`config.mk`:
```
export PLATFORM = sky130hd
export DESIGN_NAME = bkup_pwr_seq
export DESIGN_NICKNAME = d
export VERILOG_FILES = /design/src/rtl/bps_pkg.sv /design/src/rtl/bps_sync.sv /design/src/rtl/bps_core.sv /design/src/rtl/bps_mode.sv /design/src/rtl/bkup_pwr_seq.sv
export SDC_FILE = /design/constraint.sdc
export NUM_CORES = 1
export LEC_CHECK = 0
export BUFFER_PORTS_ARGS = -buffer_cell sky130_fd_sc_hd__buf_2
export CAP_MARGIN = 15
export CELL_PAD_IN_SITES_DETAIL_PLACEMENT = 0
export CELL_PAD_IN_SITES_GLOBAL_PLACEMENT = 1
export CORE_AREA = 2 2 39 41
export DETAILED_ROUTE_END_ITERATION = 7
export DIE_AREA = 0 0 41 43
export PLACE_DENSITY_LB_ADDON = 0.1
export SYNTH_ARGS = -nofsm -noshare
export SYNTH_HDL_FRONTEND = slang
export SYNTH_SLANG_ARGS = --single-unit
```
`constraint.sdc`:
```
create_clock -name clk -period 0.9 [get_ports clk]
set_input_delay 0.09 -clock clk [delete_from_list [all_inputs] [get_ports clk]]
set_output_delay 0.09 -clock clk [all_outputs]
set_load 0.01 [all_outputs]
```
`src/rtl/bps_pkg.sv`:
```
package bps_pkg;
  typedef enum logic {
    MODE_BATT_ONLY = 1'b0,
    MODE_SYSTEM    = 1'b1
  } op_mode_e;

  typedef struct packed {
    logic hi;
    logic lo;
  } cmp_flags_t;

  localparam int unsigned CMP_W = $bits(cmp_flags_t);
endpackage

```
`src/rtl/bps_sync.sv`:
```
module bps_sync #(
  parameter int unsigned WIDTH  = 2,
  parameter int unsigned STAGES = 2
) (
  input  logic             clk,
  input  logic             rst,
  input  logic [WIDTH-1:0] d,
  output logic [WIDTH-1:0] q
);
  logic [WIDTH-1:0] stg [STAGES];

  for (genvar i = 0; i < STAGES; i++) begin : g_stage
    if (i == 0) begin : g_first
      always_ff @(posedge clk) begin
        if (rst) stg[i] <= '0;
        else     stg[i] <= d;
      end
    end else begin : g_rest
      always_ff @(posedge clk) begin
        if (rst) stg[i] <= '0;
        else     stg[i] <= stg[i-1];
      end
    end
  end

  assign q = stg[STAGES-1];
endmodule

```
`src/rtl/bps_core.sv`:
```
module bps_core (
  input  logic clk,
  input  logic rst,
  input  logic hi_s,
  input  logic lo_s,
  output logic armed,
  output logic up
);
  logic armed_d, up_d, illegal;

  assign illegal = hi_s & lo_s;

  always_comb begin
    armed_d = armed;
    up_d    = up;
    if (!illegal) begin
      if (lo_s) armed_d = 1'b1;
      if (!hi_s) begin
        up_d = 1'b0;
      end else if (armed) begin
        up_d    = 1'b1;
        armed_d = 1'b0;
      end
    end
  end

  always_ff @(posedge clk) begin
    if (rst) begin
      armed <= 1'b0;
      up    <= 1'b0;
    end else begin
      armed <= armed_d;
      up    <= up_d;
    end
  end
endmodule

```
`src/rtl/bps_mode.sv`:
```
module bps_mode
  import bps_pkg::*;
(
  input  logic     clk,
  input  logic     rst,
  input  logic     por_i,
  input  logic     hi_s,
  input  logic     pf_en_i,
  input  logic     src_line_i,
  output op_mode_e mode,
  output logic     pf_sense_en
);
  logic por_q;

  always_ff @(posedge clk) begin
    if (rst) begin
      por_q       <= 1'b0;
      mode        <= MODE_BATT_ONLY;
      pf_sense_en <= 1'b0;
    end else begin
      por_q       <= por_i;
      pf_sense_en <= pf_en_i & ~src_line_i;
      if (por_q && !por_i) mode <= hi_s ? MODE_SYSTEM : MODE_BATT_ONLY;
    end
  end
endmodule

```
`src/rtl/bkup_pwr_seq.sv`:
```
module bkup_pwr_seq
  import bps_pkg::*;
#(
  parameter int unsigned SYNC_STAGES = 2
) (
  input  logic clk,
  input  logic rst,
  input  logic sys_hi_i,
  input  logic sys_lo_i,
  input  logic por_i,
  input  logic pf_en_i,
  input  logic src_line_i,
  output logic pse_o,
  output logic clk_out_en_o,
  output logic cpu_run_o,
  output logic on_batt_o,
  output logic mode_sys_o,
  output logic pf_sense_en_o
);
  cmp_flags_t raw_f, syn_f;
  logic       armed, up;
  op_mode_e   mode;

  assign raw_f.hi = sys_hi_i;
  assign raw_f.lo = sys_lo_i;

  bps_sync #(.WIDTH(CMP_W), .STAGES(SYNC_STAGES)) u_sync (
    .clk (clk),
    .rst (rst),
    .d   (raw_f),
    .q   (syn_f)
  );

  bps_core u_core (
    .clk   (clk),
    .rst   (rst),
    .hi_s  (syn_f.hi),
    .lo_s  (syn_f.lo),
    .armed (armed),
    .up    (up)
  );

  bps_mode u_mode (
    .clk         (clk),
    .rst         (rst),
    .por_i       (por_i),
    .hi_s        (syn_f.hi),
    .pf_en_i     (pf_en_i),
    .src_line_i  (src_line_i),
    .mode        (mode),
    .pf_sense_en (pf_sense_en_o)
  );

  assign pse_o        = up;
  assign clk_out_en_o = up;
  assign cpu_run_o    = up;
  assign on_batt_o    = ~up;
  assign mode_sys_o   = (mode == MODE_SYSTEM);
endmodule

```
# Word level (Yosys, flattened, before mapping)
# Memory sizes are Yosys's and may differ from the RTL's.
# Cells that the tools add are included.
[totals]
inputBits = 7
romBits = 0
reg_bits = 5
ram_bits = 4
latchBits = 0
memories = 1
[mem_list]
columns = ["name", "words", "word_bits", "rd", "rd_ports_with_merged_regs", "wr", "line_no", "text"]
rows = [
  ["u_sync.stg", 2, 2, 2, 0, 2, "bps_sync.sv:10", "logic [WIDTH-1:0] stg [STAGES];"],
]
[classes]
order_cmp = 0
addsub = 0
bitwise = 7
reduce_logical = 3
multipliers = 0
mux = 11
div_mod_pow = 0
shift = 0
eq_ne = 1
[op_table]
columns = ["op", "n"]
rows = [
  ["$mux 1", 9],
  ["$mux 2", 2],
  ["$not 1->1", 3],
  ["$and 1x1->1", 2],
  ["$ne 2x1->1 const B", 1],
  ["$or 1x1->1", 2],
  ["$reduce_and 2->1", 1],
  ["$logic_and 1x1->1", 1],
  ["$logic_not 1->1", 1],
]

# Logic depth before layout (Yosys ltp)
[logic_depth]
word_depth = 3
ltp_mapped = 2
depth_no_buf = 2

# Cells and area by module
# A second synthesis with hierarchy kept.
[hier_totals]
cells_unflattened = 28
area_unflattened_um2 = 309.0
[by_module_without_submodules]
columns = ["mod", "cells_per_inst", "instances", "area_per_inst_um2"]
rows = [
  ["bps_sync", 8, 1, 105.1],
  ["bps_mode", 9, 1, 102.6],
  ["bps_core", 8, 1, 82.6],
  ["bkup_pwr_seq", 3, 1, 18.8],
]

# Least setup slack after synthesis
# Ideal clock, no wire load.
[synth_timing]
path_type = "register -> register"
startpoint = "register, netlist name u_core.up"
endpoint = "register u_core.up"
path_stages_with_launch = 3
path_buffers = 0
setup_time_ps = 70
arrival_ps = 604
setup_slack_ps = 226
cell_sequence = "dfxtp_1 inv_1 a21oi_1"
[synth_rtl]
columns = ["element", "line_no", "text"]
rows = [
  ["end signal, assigned", "bps_core.sv:33", "up <= up_d;"],
  ["end, declared", "bps_core.sv:7", "output logic up"],
]

# Worst setup path after layout
[layout_timing]
startpoint = "register u_core.up"
endpoint = "output port on_batt_o"
[layout_via]
elab_chain_len = 1
[layout_lines]
columns = ["element", "line_no", "text"]
rows = [
  ["$not 1->1", "bkup_pwr_seq.sv:57", "assign on_batt_o = ~up;"],
  ["end, declared", "bkup_pwr_seq.sv:16", "output logic on_batt_o,"],
]
# No other way between the ends.

==> out/qor.txt <==
DIE HEIGHT: 43 um
Seq. cell area: 181.4 um2
Synth Area in Compound Gates: 5.785%
syn_area_per_cell: 11.21 um2
total track usage: 6.647%
Ant. Diodes: 0
DRC Markers: 0
share of cells above drive strength 1: 45.24%
FFs w/ async S/R, synth: 0%
period utilisation layout: 94.73%
top-count cell post-synth: dfxtp_1
metal1 wirelength: 174 um
fin crit period: 0.8525 ns
Switch Pwr: 0.1487 mW
Clk pwr share: 38.9%
Worst Hold Endpoint: u_sync.stg[0][0]
Vias/cell: 3.672
Post-Synthesis Cells: 27
final setup vio count: 0
status: finished clean
Syn Nets: 34
maximum vdd drop: 0.6445 mV
max cap viols: 0
ys flop type: dfxtp_1
Placeable Area: 1384 um2
Worst-path clk slew: 0.06 ns
Final Hold Fails: 0
yosys warns: 0
met2 WL: 211 um
xor and xnor area share after synthesis: 0%
IO Count: 13
largest family of logic cells by synthesized area: simple AND/OR/NAND/NOR gates
PortBufs: 12
hold wc startpoint: sys_lo_i
routability cong.: 0.5655
Final Max Tran Viols: 0
Hold WC Path Type: in -> reg
first-pass GRT wire length: 717 um
adder-cell share of the synthesized area: 0%
Worst Path Arrival: 0.76 ns
latest clock arrival within the worst-skew pair: 0.25 ns
reg2reg path depth: 2
WP data required: 0.81 ns
combinational cell fraction of total power: 6.1%
Reg power frac: 55.0%
Sw Share: 19.48%
Final HPWL DP: 322.5 um
DR top layer: met4
top-area cell type share of the netlist area: 59.50%
Startpoint Class: register
Pre-Repair DR Iteration Count: 1
Setup Buffers After CTS: 0
H-tree lvl count: 1
detailed-route wire length per cell: 7.603 um
Starting Density: 21.88%
largest net degree at the start of global routing: 10
leading area contributor after synthesis: dfxtp_1
Cell variety after synth: 12
synth top area cells: dfxtp_1, and2b_2, nand2b_1
internal power consumption: 0.6147 mW
DIE WIDTH: 41 um
DR vias: 213
TritonCTS buffer count: 3
crit-path max FO: 4
Leakage: 0.1891 nW
deepest clock path buffer count: 2
Slew Limit Headroom: 93.16%
area delta synth->final: 35.95%
Post-Route WL: 441 um
reg2reg setup slack: 0.23 ns
Synth Area in Simple Gates: 25.21%
Critical Path Sink Type: primary output
RSZ-0062 raised after global routing: false
Sink Count: 9
fmax: 1173 MHz
r2r startpoint: u_mode.por_q
initial antenna violation count: 0
Row Count: 14
sequential share of the synthesized area: 59.50%
Fin Clk Skew: 0.003527 ns
mux contribution to synthesized area: 3.306%
top post-synthesis cells by count: dfxtp_1, and2b_2, nand2b_1
Slew @ Worst Pin: 0.09974 ns
vias in the first global route: 192
reg2reg end: u_mode.mode
Final TNS setup: 0 ns
synthesized area: 302.8 um2
PD cells: 1855 nW/um2
DIE AREA: 1763 um2
Initial DRC Count: 0
Final #Nets: 50
CTS tree: done
worst setup path class: reg -> out
metal3 WL: 47 um
Yosys reg bits: 9
Filler cells: 158
multi-input logic area: 103.9 um2
Hold Path Stages: 2
Root Driver: clkbuf_4
grt ovf: 0
ANT nets after route: 0
Post-synth EDFFs: 0
Finished Core Util: 29.75%
-- layer usage --
layer | global-route usage (%) | vias to the layer above
met5 | 0 | -
met2 | 8.125 | 10
met3 | 3.141 | 2
met1 | 7.143 | 89
li1 | - | 112
met4 | 8.000 | 0
-- worst max path at each step --
stage / startpoint / end / slack [ns] / cells after the start
floorplan: u_core.up / u_core.up / 0.23 / 2
detailed placement: u_mode.por_q / u_mode.mode / 0.23 / 2
CTS: u_core.up / on_batt_o / 0.03 / 2
finish: u_core.up / on_batt_o / 0.05 / 2
global placement: u_mode.por_q / u_mode.mode / 0.26 / 2
global route: u_core.up / on_batt_o / 0.0007 / 2
-- placed cells by master (no fill, tap or decap), drive strengths merged --
master and n:
buf 12, dfxtp 9, and2b 4, clkbuf 4, nand2b 3, nor2b 2, a21oi 2, inv 1
mux2i 1, nand2 1, o21bai 1, nor3b 1, dlygate4sd3 1
-- power by group through the flow --
| stage | clock network, mW | registers (mW) | logic (mW) |
|---|---|---|---|
| after floorplan | 0 | 0.429 | 0.0221 |
| after global placement | 0 | 0.428 | 0.0428 |
| after detailed placement | 0 | 0.429 | 0.0442 |
| after CTS | 0.319 | 0.420 | 0.0475 |
| after global routing | 0.332 | 0.422 | 0.0535 |
| final | 0.297 | 0.420 | 0.0466 |
-- metrics by stage --
step                      std cells  hold slack [ns]  area (um2)  setup WS (ns)  total power [mW]
final                            58          0.04873       411.6        0.04746            0.7635
after global routing             58          0.05223       411.6      0.0006512            0.8069
after global placement           53           0.2502       367.9         0.2560            0.4711
after CTS                        58          0.03510       405.4        0.02742            0.7864
after floorplan                  27           0.1591       302.8         0.2262            0.4512
after detailed placement         53           0.2567       367.9         0.2273            0.4729
-- critical path, stage by stage (launching register included) --
cell and delay, ns:
dfxtp_2 0.34, inv_1 0.06, buf_6 0.12
-- area by class of cell --
cell class,instances,share of cell area (%)
inverter,1,0.9119
multi-input combinational,15,25.23
timing repair buffer,13,18.54
clock buffer,4,6.383
tap,16,4.863
sequential,9,44.07
-- sequential cells by signal, indices dropped and copies added, names as in the netlist --
register / count
u_sync.stg: 4
u_core.armed: 1
u_core.up: 1
u_mode.mode: 1
u_mode.pf_sense_en: 1
u_mode.por_q: 1
-- logic make-up (layout without fill, tap and decap cells) --
group | after synthesis | after routing
multiplexers | 1 | 1
flip-flops | 9 | 9
AO/OA/AOI/OAI | 3 | 3
AND/OR/NAND/NOR | 11 | 11
buffers and inverters | 3 | 18
-- timing repair --
action,in CTS,in global routing
hold buffers,1,0
endpoints found under the hold margin,1,0
endpoints found under the setup margin,1,1
resized for setup,1,1
(Power assumes the default switching activity.)
